--- src/rtl/pagexlat_pkg.sv ---
package pagexlat_pkg;
  typedef enum logic [1:0] {
    ST_IDLE   = 2'd0,
    ST_FETCH  = 2'd1,
    ST_RESULT = 2'd2
  } xlatState_e;

  // strobes from control to datapath
  typedef struct packed {
    logic accept;   // latch request and compute entry address
    logic capture;  // entry byte returned, form the result
  } xlatStrobe_t;
endpackage

--- src/rtl/pagexlat_ctrl.sv ---
module pagexlat_ctrl
  import pagexlat_pkg::*;
(
  input  logic        clk,
  input  logic        rstN,
  input  logic        reqValid,
  input  logic        memRdAck,
  output logic        reqReady,
  output logic        memRdReq,
  output xlatStrobe_t strobe
);
  xlatState_e state, stateNext;

  always_comb begin
    stateNext = state;
    unique case (state)
      ST_IDLE:   if (reqValid) stateNext = ST_FETCH;
      ST_FETCH:  if (memRdAck) stateNext = ST_RESULT;
      ST_RESULT: stateNext = ST_IDLE;
      default:   stateNext = ST_IDLE;
    endcase
  end

  always_ff @(posedge clk) begin
    if (!rstN) state <= ST_IDLE;
    else       state <= stateNext;
  end

  assign reqReady       = (state == ST_IDLE);
  assign memRdReq       = (state == ST_FETCH);
  assign strobe.accept  = (state == ST_IDLE) && reqValid;
  assign strobe.capture = (state == ST_FETCH) && memRdAck;
endmodule

--- src/rtl/pagexlat_dpath.sv ---
module pagexlat_dpath
  import pagexlat_pkg::*;
#(
  parameter int VA_W  = 16,
  parameter int OFF_W = 9,
  parameter int ENT_W = 8,
  parameter int TA_W  = 16
) (
  input  logic                       clk,
  input  logic                       rstN,
  input  xlatStrobe_t                strobe,
  input  logic [VA_W-1:0]            reqAddr,
  input  logic                       reqWrite,
  input  logic                       privMode,
  input  logic                       baseWrEn,
  input  logic [TA_W-1:0]            baseWrData,
  input  logic [ENT_W-1:0]           memRdData,
  output logic [TA_W-1:0]            memRdAddr,
  output logic                       xlatValid,
  output logic                       xlatFault,
  output logic [ENT_W-1+OFF_W-1:0]   xlatAddr,
  output logic                       xlatWrite,
  output logic [VA_W-1:0]            faultAddr,
  output logic                       baseWrDenied
);
  localparam int PN_W    = VA_W - OFF_W;
  localparam int FRAME_W = ENT_W - 1;
  localparam int PA_W    = FRAME_W + OFF_W;

  logic [TA_W-1:0] baseReg;
  logic [VA_W-1:0] vaReg;
  logic            wrReg;
  logic [TA_W-1:0] pageIdx;
  logic            entryOk;

  assign pageIdx = {{(TA_W-PN_W){1'b0}}, reqAddr[VA_W-1:OFF_W]};
  assign entryOk = memRdData[0];

  always_ff @(posedge clk) begin
    if (!rstN) begin
      baseReg      <= '0;
      baseWrDenied <= 1'b0;
    end else begin
      baseWrDenied <= baseWrEn && !privMode;
      if (baseWrEn && privMode) baseReg <= baseWrData;
    end
  end

  always_ff @(posedge clk) begin
    if (!rstN) begin
      vaReg     <= '0;
      wrReg     <= 1'b0;
      memRdAddr <= '0;
    end else if (strobe.accept) begin
      vaReg     <= reqAddr;
      wrReg     <= reqWrite;
      memRdAddr <= baseReg + pageIdx;
    end
  end

  always_ff @(posedge clk) begin
    if (!rstN) begin
      xlatValid <= 1'b0;
      xlatFault <= 1'b0;
      xlatAddr  <= '0;
      xlatWrite <= 1'b0;
      faultAddr <= '0;
    end else if (strobe.capture) begin
      xlatValid <= entryOk;
      xlatFault <= !entryOk;
      xlatWrite <= wrReg;
      xlatAddr  <= entryOk ? {memRdData[ENT_W-1:1], vaReg[OFF_W-1:0]} : {PA_W{1'b0}};
      if (!entryOk) faultAddr <= vaReg;
    end else begin
      xlatValid <= 1'b0;
      xlatFault <= 1'b0;
    end
  end
endmodule

--- src/rtl/pagexlat_top.sv ---
module pagexlat_top
  import pagexlat_pkg::*;
#(
  parameter int VA_W  = 16,
  parameter int OFF_W = 9,
  parameter int ENT_W = 8,
  parameter int TA_W  = 16,
  localparam int PA_W = ENT_W - 1 + OFF_W
) (
  input  logic             clk,
  input  logic             rstN,
  input  logic             reqValid,
  output logic             reqReady,
  input  logic [VA_W-1:0]  reqAddr,
  input  logic             reqWrite,
  input  logic             privMode,
  input  logic             baseWrEn,
  input  logic [TA_W-1:0]  baseWrData,
  output logic             baseWrDenied,
  output logic             memRdReq,
  output logic [TA_W-1:0]  memRdAddr,
  input  logic             memRdAck,
  input  logic [ENT_W-1:0] memRdData,
  output logic             xlatValid,
  output logic             xlatFault,
  output logic [PA_W-1:0]  xlatAddr,
  output logic             xlatWrite,
  output logic [VA_W-1:0]  faultAddr
);
  xlatStrobe_t strobe;

  pagexlat_ctrl ctrl_i (
    .clk      (clk),
    .rstN     (rstN),
    .reqValid (reqValid),
    .memRdAck (memRdAck),
    .reqReady (reqReady),
    .memRdReq (memRdReq),
    .strobe   (strobe)
  );

  pagexlat_dpath #(
    .VA_W (VA_W), .OFF_W(OFF_W), .ENT_W(ENT_W), .TA_W(TA_W)
  ) dpath_i (
    .clk          (clk),
    .rstN         (rstN),
    .strobe       (strobe),
    .reqAddr      (reqAddr),
    .reqWrite     (reqWrite),
    .privMode     (privMode),
    .baseWrEn     (baseWrEn),
    .baseWrData   (baseWrData),
    .memRdData    (memRdData),
    .memRdAddr    (memRdAddr),
    .xlatValid    (xlatValid),
    .xlatFault    (xlatFault),
    .xlatAddr     (xlatAddr),
    .xlatWrite    (xlatWrite),
    .faultAddr    (faultAddr),
    .baseWrDenied (baseWrDenied)
  );
endmodule

--- config.mk ---
export PLATFORM = sky130hd
export DESIGN_NAME = pagexlat_top
export DESIGN_NICKNAME = d
export VERILOG_FILES = /design/src/rtl/pagexlat_pkg.sv /design/src/rtl/pagexlat_ctrl.sv /design/src/rtl/pagexlat_dpath.sv /design/src/rtl/pagexlat_top.sv
export SDC_FILE = /design/constraint.sdc
export NUM_CORES = 1
export LEC_CHECK = 0
export BUFFER_PORTS_ARGS = -buffer_cell sky130_fd_sc_hd__clkbuf_2
export CAP_MARGIN = 10
export CORE_MARGIN = 2
export CORE_UTILIZATION = 40
export DETAILED_ROUTE_END_ITERATION = 12
export PLACE_DENSITY = 0.71
export SLEW_MARGIN = 5
export SYNTH_ARGS = -nofsm -noshare
export SYNTH_HDL_FRONTEND = slang
export SYNTH_SLANG_ARGS = --single-unit
--- constraint.sdc ---
create_clock -name clk -period 2.1 [get_ports clk]
set_input_delay 0.105 -clock clk [delete_from_list [all_inputs] [get_ports clk]]
set_output_delay 0.105 -clock clk [all_outputs]
set_load 0.005 [all_outputs]
After elaboration in Yosys (flattened, before gate mapping)
Index checks and enable logic that the tools add are counted.

storage, ports and cells
  bits in registers = 87
  input bits = 47
  output and inout port bits = 54

cells by class
  $add $sub $neg = 1
  eq/ne operators = 3
  mux-type cells = 4
  bitwise operators = 1
  reductions and logical operators = 10

operators by type and width
  operator                                        number
  adder 16 x 7 -> 16 bit                          1
  two-way mux 16 bit                              1
  AND reduction 2 bit                             3
  logical AND 1 bit                               4
  two-way mux 2 bit                               2
  one-hot mux 2 bit (2 select lines)              1
  == test 2 x 1 -> 1 bit (second input constant)  1
  logical NOT 1 bit                               2
  logical NOT 2 bit                               1
  != test 2 x 1 -> 1 bit (second input constant)  1
  != test 2 bit (second input constant)           1
  NOT 1 bit                                       1

Longest topological paths before layout
Gate-level depths: netlist (run 1).

  word-level depth = 3
  depth in mapped cells = 6

Hierarchy
From an unflattened synthesis (run 1), not the netlist that was laid out.

unflattened totals
  cell total of the unflattened synthesis = 378
  area total of the unflattened synthesis = 3443.3 um2

by module, submodules not included
  module          instances  cells each  area an instance (um2)
  pagexlat_dpath  1          367         3347.0
  pagexlat_ctrl   1          11          96.3

Worst setup path before layout (run 1)
No wires, ideal clock.

  kind = register to register
  start = reg dpath_i.baseReg[0]
  end = reg dpath_i.memRdAddr[14]
  arrival = 1.699 ns
  path slack = 0.275 ns
  cell stages (with the launch flop) = 7
  cell sequence = dfxtp_1 > ha_1 > fa_1 > a211oi_2 > o211ai_2 > a311oi_1 > nor3_1

between the ends
  cells in the longest elaborated chain, start to end = 1

ends and longest elaborated chain
  element                 RTL line              RTL
  from (decl)             pagexlat_dpath.sv:30  logic [TA_W-1:0] baseReg;
  from (signal assigned)  pagexlat_dpath.sv:45  if (baseWrEn && privMode) baseReg <= baseWrData;
  adder 16 x 7 -> 16 bit  pagexlat_dpath.sv:57  memRdAddr <= baseReg + pageIdx;
  to (signal assigned)    pagexlat_dpath.sv:57
  to (decl)               pagexlat_dpath.sv:18  output logic [TA_W-1:0] memRdAddr,

Every way passes these cells.
A chain may end at the register's enable or synchronous reset.

Worst setup path in the final report (run 1)
  start = reg dpath_i.baseReg[0]
  end = reg dpath_i.memRdAddr[10]

Same word-level chain as after synthesis.

==> impl_metrics.py, run 1 <==
metrics = {
    "clocking": {
        "cts.sinks": 87,
        "ctsHtreeMaxLevel": 3,
        "cts.reportedPaths.clkPinSlew_ps": 90,
        "clock-root-buffer": "sky130_fd_sc_hd__clkbuf_8",
        "cts_setup_buffers": 0,
        "clock_path_buffers": 2,
        "cts_inserted_buffers": 9,
        "clock_latency_on_the_worst_skew_pair_ps": 350,
        "cts_tree": "yes",
    },
    "finish": {
        "fraction_of_layout_instances_using_a_drive_strength_above_1_pct": 26.2,
        "layout-area-overhead-vs-synth_pct": 31.6,
        "antenna-diode-count": 0,
        "nets": 584,
        "fin_util_pct": 54.3,
        "final.fill_count": 821,
        "multiInputGateArea_mm2": 0.00171,
        "final-seq-area_mm2": 0.00174,
    },
    "power_and_ir_drop": {
        "power.density_mw_per_mm2": 716,
        "internal-power_mw": 2.54,
        "p_seq_share_pct": 51.9,
        "power.static_leakage_nw": 2.02,
        "power.share.clock_pct": 35.4,
        "net_switching_component_of_the_power_uw": 865,
        "net_sw_share_pct": 25.4,
        "design_power_total_mw": 3.41,
        "p_comb_share_pct": 12.7,
        "power.ir.vdd_worst_mv": 0.346,
    },
    "setup_path": {
        "slowest_delay_ps": 450,
        "arrival_ps": 2270,
        "ff2ff_path_depth": 6,
        "worst-endpoint-required_ps": 2370,
        "worst_r2r_startpoint": "dpath_i.baseReg[0]",
        "timing.critical_path.cells": "ha_1, fa_1, a211oi_2, o211ai_2, a31o_2, a31oi_1",
        "regToRegEndpoint": "dpath_i.memRdAddr[10]",
        "critPathSlowestCell": "sky130_fd_sc_hd__fa_1",
        "crit_end_element": "register",
        "path_buf_inv": 0,
        "worst_setup_path_start_kind": "register",
        "rrSetupSlack_ps": 100,
        "path_max_fanout": 8,
        "setup.worst_path.class": "reg2reg",
        "path_delay_family": "compound AO/OA/AOI/OAI gates",
    },
    "sta": {
        "fin_skew_ps": 10.1,
        "finalHoldWorstSlack_ps": 3.08,
        "setup_tns_ps": 0,
        "drv_slew": 0,
        "finalCritPeriodShare_pct": 95.1,
        "rsz0062_at_grt": "no",
        "timing.final.hold_violations": 0,
        "fmax_ghz": 0.501,
        "setup_violations": 0,
        "worstMarginPinSlew_ps": 603,
        "max-slew-margin-rel_pct": 59.8,
        "timing.final.crit_period_ps": 2000,
    },
    "logic_synthesis": {
        "post_synth_num_cell_types": 49,
        "synth_warnings": 0,
        "post_synth_and_or_nand_nor_area_fraction_pct": 18.9,
        "yosys.area_share.adder_pct": 2.98,
        "library_cell_occupying_the_most_area_in_the_post_synthesis_netlist": "sky130_fd_sc_hd__dfxtp_1",
        "dominantRegCellSynth": "sky130_fd_sc_hd__dfxtp_1",
        "syn-num-nets": 455,
        "synth_area_in_xor_xnor_pct": 1.21,
        "synth_enable_flop_cells": 0,
        "synth-compound-area-share_pct": 24.1,
        "seq_area_frac_synth_pct": 48.2,
        "syn_area_per_cell_um2": 9.04,
        "combinational_family_with_the_most_area_after_synthesis": "compound AO/OA/AOI/OAI gates",
        "muxShareOfSynthArea_pct": 0,
        "postSynthCellCount": 400,
        "asyncSetResetFlopFracSynth_pct": 0,
        "synth_area_leaders": "sky130_fd_sc_hd__dfxtp_1, sky130_fd_sc_hd__nand2_1, sky130_fd_sc_hd__a21boi_0",
        "netlist_area_mm2": 0.00362,
        "ys_seq_elements": 87,
        "area_share_of_the_largest_cell_type_after_synthesis_pct": 48.2,
    },
    "detailed_routing": {
        "post-route-drc-count": 0,
        "vias": 3171,
        "finalWirelength_mm": 8.67,
        "detail_route.iter0.violations": 102,
        "wire_per_inst_um": 13.5,
        "detailedRoute.firstPassIterationCount": 4,
        "via_per_inst": 4.94,
        "ant_nets": 0,
    },
    "hold_path": {
        "min_delay_path_depth": 3,
        "worstHoldEndpoint": "dpath_i.vaReg[12]",
        "min-delay-path-class": "in2reg",
        "worst_hold_startpoint": "reqAddr[12]",
    },
    "die": {
        "die-area_mm2": 0.00982,
        "die_w_um": 99.1,
        "num_rows": 34,
        "die_height_um": 99.1,
        "floorplan.initialDensity_pct": 41.3,
        "core_area_mm2": 0.00876,
        "top_level_ports": 101,
    },
    "flow_run": {
        "maxCapViolCount": 0,
    },
    "global_routing": {
        "grt_pass1_wl_mm": 14.5,
        "grt_antenna_before_repair": 0,
        "first_global_vias": 3116,
        "grt_max_degree": 35,
        "total_global_route_track_usage_pct": 18.2,
        "grt-ovfl-total": 0,
    },
    "placed_design": {
        "detailedPlacementHpwl_mm": 6.11,
        "gp_congestion": 0.848,
        "io_buffer_count": 100,
    },
    "outcome": {
        "outcome": "complete, no violations",
    },
}
## state kept, by name, summed over array words and instances (netlist names)
signal / count
dpath_i.baseReg: 16
dpath_i.faultAddr: 16
dpath_i.memRdAddr: 16
dpath_i.vaReg: 16
dpath_i.xlatAddr: 16
ctrl_i.state: 2
dpath_i.baseWrDenied: 1
dpath_i.wrReg: 1
dpath_i.xlatFault: 1
dpath_i.xlatValid: 1
dpath_i.xlatWrite: 1
## cell usage after synthesis (5+ instances only)
| cell type | instances |
|---|---|
| sky130_fd_sc_hd__nand4_1 | 6 |
| sky130_fd_sc_hd__clkbuf_1 | 8 |
| sky130_fd_sc_hd__nand3_1 | 7 |
| sky130_fd_sc_hd__buf_2 | 13 |
| sky130_fd_sc_hd__a21oi_1 | 6 |
| sky130_fd_sc_hd__inv_1 | 8 |
| sky130_fd_sc_hd__dfxtp_1 | 87 |
| sky130_fd_sc_hd__ha_1 | 7 |
| sky130_fd_sc_hd__a21boi_0 | 39 |
| sky130_fd_sc_hd__a22o_1 | 16 |
| sky130_fd_sc_hd__a31oi_1 | 5 |
| sky130_fd_sc_hd__a21boi_1 | 13 |
| sky130_fd_sc_hd__o21ai_0 | 13 |
| sky130_fd_sc_hd__nand2_1 | 111 |
## kinds of logic (layout without fill, tap and decap cells)
logic type,Yosys count,in the layout
AO/OA/AOI/OAI,114,114
XOR/XNOR,5,5
adder cells (fa/ha/maj),8,8
buffers and inverters,34,168
flip-flops,87,87
AND/OR/NAND/NOR,152,152
## power by group through the flow
stage | combinational [mW] | clock, mW | sequential (mW)
2_1_floorplan | 0.236 | 0 | 1.80
3_3_place_gp | 0.373 | 0 | 1.81
3_5_place_dp | 0.383 | 0 | 1.81
4_1_cts | 0.436 | 1.23 | 1.77
5_1_grt | 0.485 | 1.30 | 1.78
6_report | 0.432 | 1.21 | 1.77
## worst max-delay path by stage
stage	startpoint	endpoint	cells after the start	slack [ps]
3_5_place_dp	dpath_i.baseReg[0]	dpath_i.memRdAddr[10]	6	90
5_1_grt	dpath_i.baseReg[0]	dpath_i.memRdAddr[10]	6	7
4_1_cts	dpath_i.baseReg[0]	dpath_i.memRdAddr[10]	6	70
6_report	dpath_i.baseReg[0]	dpath_i.memRdAddr[10]	6	100
3_3_place_gp	dpath_i.baseReg[0]	dpath_i.memRdAddr[14]	6	170
2_1_floorplan	dpath_i.baseReg[0]	dpath_i.memRdAddr[14]	6	280
## stage by stage
stage	std cells	area, um^2	setup WS, ps
finish	642	4760	103
global route	642	4760	6.76
CTS	642	4760	71.1
detailed placement	590	4190	94.1
global placement	590	4190	167
floorplan	400	3620	275
## per-layer routing
layer  vias up  track usage (%)  wire (um)  part of all wire (%)
li1       1641                -          -                     -
met1      1431             21.8       3860                    45
met2        87             32.0       4200                    48
met3        12             3.90        471                   5.4
met4         0             6.85        132                   1.5
met5         -                0          0                     0
## area by class of cell
| cell class | instances | area share, % |
|---|---|---|
| Sequential cell | 87 | 36.6 |
| Multi-Input combinational cell | 279 | 36.0 |
| Timing Repair Buffer | 144 | 19.6 |
| Clock buffer | 11 | 3.18 |
| Tap cell | 108 | 2.84 |
| Clock inverter | 5 | 1.18 |
| Inverter | 8 | 0.631 |
## timing repair
action,in CTS,in global routing
resized for setup,0,0
hold buffers,36,0
endpoints found under the setup margin,0,4
hold endpoints to repair,35,0
## tightest hold or removal path, delay by kind of cell
kind            cells  cell delay, ps
compound gates      1              60
buf+inv             1             100
simple gates        1              50
## cell usage in the layout (no fill, tap or decap), types with 2 or more instances in the layout
cell | Yosys | layout
sky130_fd_sc_hd__a21boi_0 | 39 | 39
sky130_fd_sc_hd__nand3_1 | 7 | 7
sky130_fd_sc_hd__o21a_1 | 2 | 2
sky130_fd_sc_hd__nor2_1 | 4 | 4
sky130_fd_sc_hd__clkbuf_2 | 2 | 100
sky130_fd_sc_hd__o211ai_2 | 2 | 2
sky130_fd_sc_hd__clkinv_2 | 0 | 2
sky130_fd_sc_hd__a21o_1 | 2 | 2
sky130_fd_sc_hd__buf_4 | 1 | 7
sky130_fd_sc_hd__and2_1 | 4 | 4
sky130_fd_sc_hd__xor2_1 | 2 | 2
sky130_fd_sc_hd__a31o_2 | 4 | 4
sky130_fd_sc_hd__o21ai_0 | 13 | 13
sky130_fd_sc_hd__xnor2_1 | 3 | 3
sky130_fd_sc_hd__clkbuf_8 | 0 | 11
sky130_fd_sc_hd__a31oi_1 | 5 | 5
sky130_fd_sc_hd__and4_1 | 3 | 3
sky130_fd_sc_hd__a211oi_2 | 2 | 2
sky130_fd_sc_hd__dfxtp_1 | 87 | 87
sky130_fd_sc_hd__and3_1 | 4 | 4
sky130_fd_sc_hd__a21oi_1 | 6 | 6
sky130_fd_sc_hd__inv_1 | 8 | 8
sky130_fd_sc_hd__a22o_1 | 16 | 16
sky130_fd_sc_hd__a21oi_2 | 2 | 2
sky130_fd_sc_hd__dlygate4sd3_1 | 0 | 36
sky130_fd_sc_hd__a21boi_1 | 13 | 13
sky130_fd_sc_hd__nor3_1 | 3 | 3
sky130_fd_sc_hd__nand2_1 | 111 | 111
sky130_fd_sc_hd__or2_1 | 2 | 2
sky130_fd_sc_hd__ha_1 | 7 | 7
sky130_fd_sc_hd__nand4_1 | 6 | 6
(Power assumes the default switching activity.)
==> run 2: changes to the inputs <==
--- a/config.mk
+++ b/config.mk
@@ -14,4 +14,5 @@
 export SLEW_MARGIN = 5
 export SYNTH_ARGS = -nofsm -noshare
 export SYNTH_HDL_FRONTEND = slang
+export SYNTH_HIERARCHICAL = 1
 export SYNTH_SLANG_ARGS = --single-unit
==> run 2 against run 1 <==
  * Flip-flop and latch count unchanged
  * Utilization grew 1.7 points
  * Combinational power is 2% higher
  * Critical endpoint is now dpath_i/memRdAddr[10]
  * Largest cell class unchanged
==> impl_metrics.py, run 2 <==
metrics = {
    "power_and_ir_drop": {
        "power.share.clock_pct": 34.4,
        "power.static_leakage_nw": 2.00,
        "net_switching_component_of_the_power_uw": 847,
        "design_power_total_mw": 3.37,
        "power.density_mw_per_mm2": 725,
        "internal-power_mw": 2.52,
        "power.ir.vdd_worst_mv": 0.322,
        "p_seq_share_pct": 52.5,
        "net_sw_share_pct": 25.1,
        "p_comb_share_pct": 13.1,
    },
    "die": {
        "die_height_um": 96.8,
        "die-area_mm2": 0.00937,
        "die_w_um": 96.8,
        "floorplan.initialDensity_pct": 41.5,
        "num_rows": 33,
        "top_level_ports": 101,
        "core_area_mm2": 0.00830,
    },
    "flow_run": {
        "maxCapViolCount": 0,
    },
    "finish": {
        "highest_count_cells_in_the_layout_ignoring_fill_and_taps": "sky130_fd_sc_hd__clkbuf_2, sky130_fd_sc_hd__dfxtp_1, sky130_fd_sc_hd__nand2_1",
        "nets": 564,
        "multiInputGateArea_mm2": 0.00162,
        "final-seq-area_mm2": 0.00174,
        "fin_cells": 619,
        "final_area_mm2": 0.00465,
        "layout-area-overhead-vs-synth_pct": 35.1,
        "layout_commonest_cell": "sky130_fd_sc_hd__clkbuf_2",
        "antenna-diode-count": 0,
        "fraction_of_layout_instances_using_a_drive_strength_above_1_pct": 27.0,
        "final.fill_count": 765,
    },
    "hold_path": {
        "min_delay_path_depth": 3,
        "worstHoldEndpoint": "dpath_i/vaReg[2]",
        "worst_hold_startpoint": "reqAddr[2]",
        "min-delay-path-class": "in2reg",
    },
    "global_routing": {
        "grt-ovfl-total": 0,
        "grt_max_degree": 67,
        "grt_antenna_before_repair": 0,
        "first_global_vias": 3044,
        "grt_pass1_wl_mm": 14.0,
        "total_global_route_track_usage_pct": 18.2,
    },
    "placed_design": {
        "placed_cells_incl_taps": 565,
        "io_buffer_count": 100,
        "detailedPlacementHpwl_mm": 5.59,
        "gp_congestion": 0.790,
        "dpl_cell_area_mm2": 0.00405,
    },
    "clocking": {
        "cts_tree": "yes",
        "ctsHtreeMaxLevel": 3,
        "cts.reportedPaths.clkPinSlew_ps": 80,
        "cts.sinks": 87,
        "clock_latency_on_the_worst_skew_pair_ps": 350,
        "clock_path_buffers": 2,
        "cts_inserted_buffers": 9,
        "clock-root-buffer": "sky130_fd_sc_hd__clkbuf_8",
    },
    "sta": {
        "worstMarginPinSlew_ps": 1120,
        "setup_tns_ps": 0,
        "rsz0062_at_grt": "yes",
        "finalCritPeriodShare_pct": 99.3,
        "fin_skew_ps": 7.04,
        "drv_slew": 0,
        "timing.final.hold_violations": 0,
        "max-slew-margin-rel_pct": 25.1,
        "setup_violations": 0,
        "fmax_ghz": 0.479,
        "timing.final.crit_period_ps": 2090,
    },
    "logic_synthesis": {
        "post_synth_num_cell_types": 42,
        "area_share_of_the_largest_cell_type_after_synthesis_pct": 50.6,
        "synth_commonest_cells": "sky130_fd_sc_hd__dfxtp_1, sky130_fd_sc_hd__nand2_1, sky130_fd_sc_hd__a21oi_1, sky130_fd_sc_hd__nor2_1, sky130_fd_sc_hd__mux2i_1",
        "ys_seq_elements": 87,
        "synthMostInstantiatedCell": "sky130_fd_sc_hd__dfxtp_1",
        "synth_enable_flop_cells": 0,
        "postSynthCellCount": 378,
        "seq_area_frac_synth_pct": 50.6,
        "syn-num-nets": 433,
        "asyncSetResetFlopFracSynth_pct": 0,
        "netlist_area_mm2": 0.00344,
        "dominantRegCellSynth": "sky130_fd_sc_hd__dfxtp_1",
        "library_cell_occupying_the_most_area_in_the_post_synthesis_netlist": "sky130_fd_sc_hd__dfxtp_1",
        "syn_area_per_cell_um2": 9.11,
        "synth_warnings": 6,
        "synth_area_leaders": "sky130_fd_sc_hd__dfxtp_1, sky130_fd_sc_hd__nand2_1, sky130_fd_sc_hd__mux2i_1",
    },
    "setup_path": {
        "path_max_fanout": 8,
        "worst_setup_path_start_kind": "register",
        "setup.worst_path.class": "reg2reg",
        "worst-endpoint-required_ps": 2370,
        "crit_end_element": "register",
        "ff2ff_path_depth": 7,
        "worst_r2r_startpoint": "dpath_i/baseReg[0]",
        "regToRegEndpoint": "dpath_i/memRdAddr[10]",
        "rrSetupSlack_ps": 10,
        "arrival_ps": 2350,
    },
    "outcome": {
        "outcome": "complete, no violations",
    },
    "detailed_routing": {
        "route.layer.met1.wl_mm": 3.86,
        "wire_per_inst_um": 13.8,
        "detailedRoute.firstPassIterationCount": 4,
        "detail_route.iter0.violations": 72,
        "via_per_inst": 5.05,
        "post-route-drc-count": 0,
        "finalWirelength_mm": 8.54,
        "met3_wirelength_um": 401,
        "wl_met2_mm": 4.17,
        "ant_nets": 0,
        "vias": 3127,
        "highest_metal_layer_with_signal_wires": "met4",
    },
}
-- run 2: changes by cell type in the layout (fill, tap and decap cells not counted), moves of 5 or more --
cell and delta:
sky130_fd_sc_hd__a21boi_0 -38, sky130_fd_sc_hd__a21boi_1 -13, sky130_fd_sc_hd__a21oi_1 +31, sky130_fd_sc_hd__inv_1 -6, sky130_fd_sc_hd__mux2i_1 +23, sky130_fd_sc_hd__nand2_1 -39
sky130_fd_sc_hd__nor2_1 +30, sky130_fd_sc_hd__or3_1 +5
-- run 2: critical path: stages, from the launching register on --
cell and delay, ps:
sky130_fd_sc_hd__dfxtp_2 340, sky130_fd_sc_hd__ha_4 160, sky130_fd_sc_hd__fa_2 330, sky130_fd_sc_hd__a21o_1 210
sky130_fd_sc_hd__a221o_2 380, sky130_fd_sc_hd__a21oi_4 240, sky130_fd_sc_hd__o21ai_1 120, sky130_fd_sc_hd__a311oi_2 230
-- run 2: layer usage --
| layer | global-route usage [%] | vias up |
|---|---|---|
| met1 | 21.5 | 1444 |
| met2 | 32.4 | 102 |
| met3 | 3.61 | 9 |
| li1 | - | 1572 |
| met4 | 7.04 | 0 |
| met5 | 0 | - |
-- run 2: cells by family after synthesis --
| family | count (synthesis) | share of synthesized area (%) |
|---|---|---|
| AND/OR/NAND/NOR | 140 | 18.0 |
| multiplexers | 23 | 6.69 |
| buffers and inverters | 27 | 3.09 |
| XOR/XNOR | 5 | 1.27 |
| AO/OA/AOI/OAI | 88 | 17.3 |
| adder cells (fa/ha/maj) | 8 | 3.12 |
| flip-flops | 87 | 50.6 |
-- run 2: worst max path at each step --
| stage | cells after the start | to | from | slack [ps] |
|---|---|---|---|---|
| after CTS | 7 | dpath_i/memRdAddr[12] | dpath_i/baseReg[0] | 20 |
| after floorplan | 7 | dpath_i/memRdAddr[10] | dpath_i/baseReg[0] | 30 |
| after detailed placement | 7 | dpath_i/memRdAddr[12] | dpath_i/baseReg[0] | -110 |
| after global placement | 7 | dpath_i/memRdAddr[14] | dpath_i/baseReg[0] | -40 |
| final | 7 | dpath_i/memRdAddr[10] | dpath_i/baseReg[0] | 10 |
| after global routing | 7 | dpath_i/memRdAddr[14] | dpath_i/baseReg[0] | -60 |
-- run 2: through the flow --
step	hold slack (ps)	worst slack, ps	util (%)
after floorplan	181	33.2	-
after global placement	296	-43.3	48.8
after detailed placement	304	-113	48.8
after CTS	4.61	22.4	55.7
after global routing	19.7	-64.8	56.0
final	24.6	13.9	56.0
-- run 2: power groups by stage --
stage / registers, mW / clock network (mW) / logic [mW]
after floorplan: 1.80 / 0 / 0.234
after global placement: 1.80 / 0 / 0.374
after detailed placement: 1.81 / 0 / 0.382
after CTS: 1.77 / 1.20 / 0.438
after global routing: 1.78 / 1.27 / 0.486
final: 1.77 / 1.16 / 0.441
-- run 2: what timing repair did --
| item | 4_1_cts | 5_1_grt |
|---|---|---|
| gates resized for setup | 2 | 4 |
| pin swaps | 2 | 2 |
| gates cloned | 0 | 0 |
| endpoints found under the hold margin | 34 | 0 |
| hold buffers | 36 | 0 |
| setup buffers | 1 | 1 |
| setup endpoints to repair | 5 | 5 |
-- run 2: area by class of cell --
type	instances	share of cell area [%]
Inverter	3	0.242
Timing Repair Buffer	144	20.3
Clock buffer	11	3.04
Sequential cell	87	37.5
Multi-Input combinational cell	264	34.8
Clock inverter	5	1.24
Tap cell	105	2.82
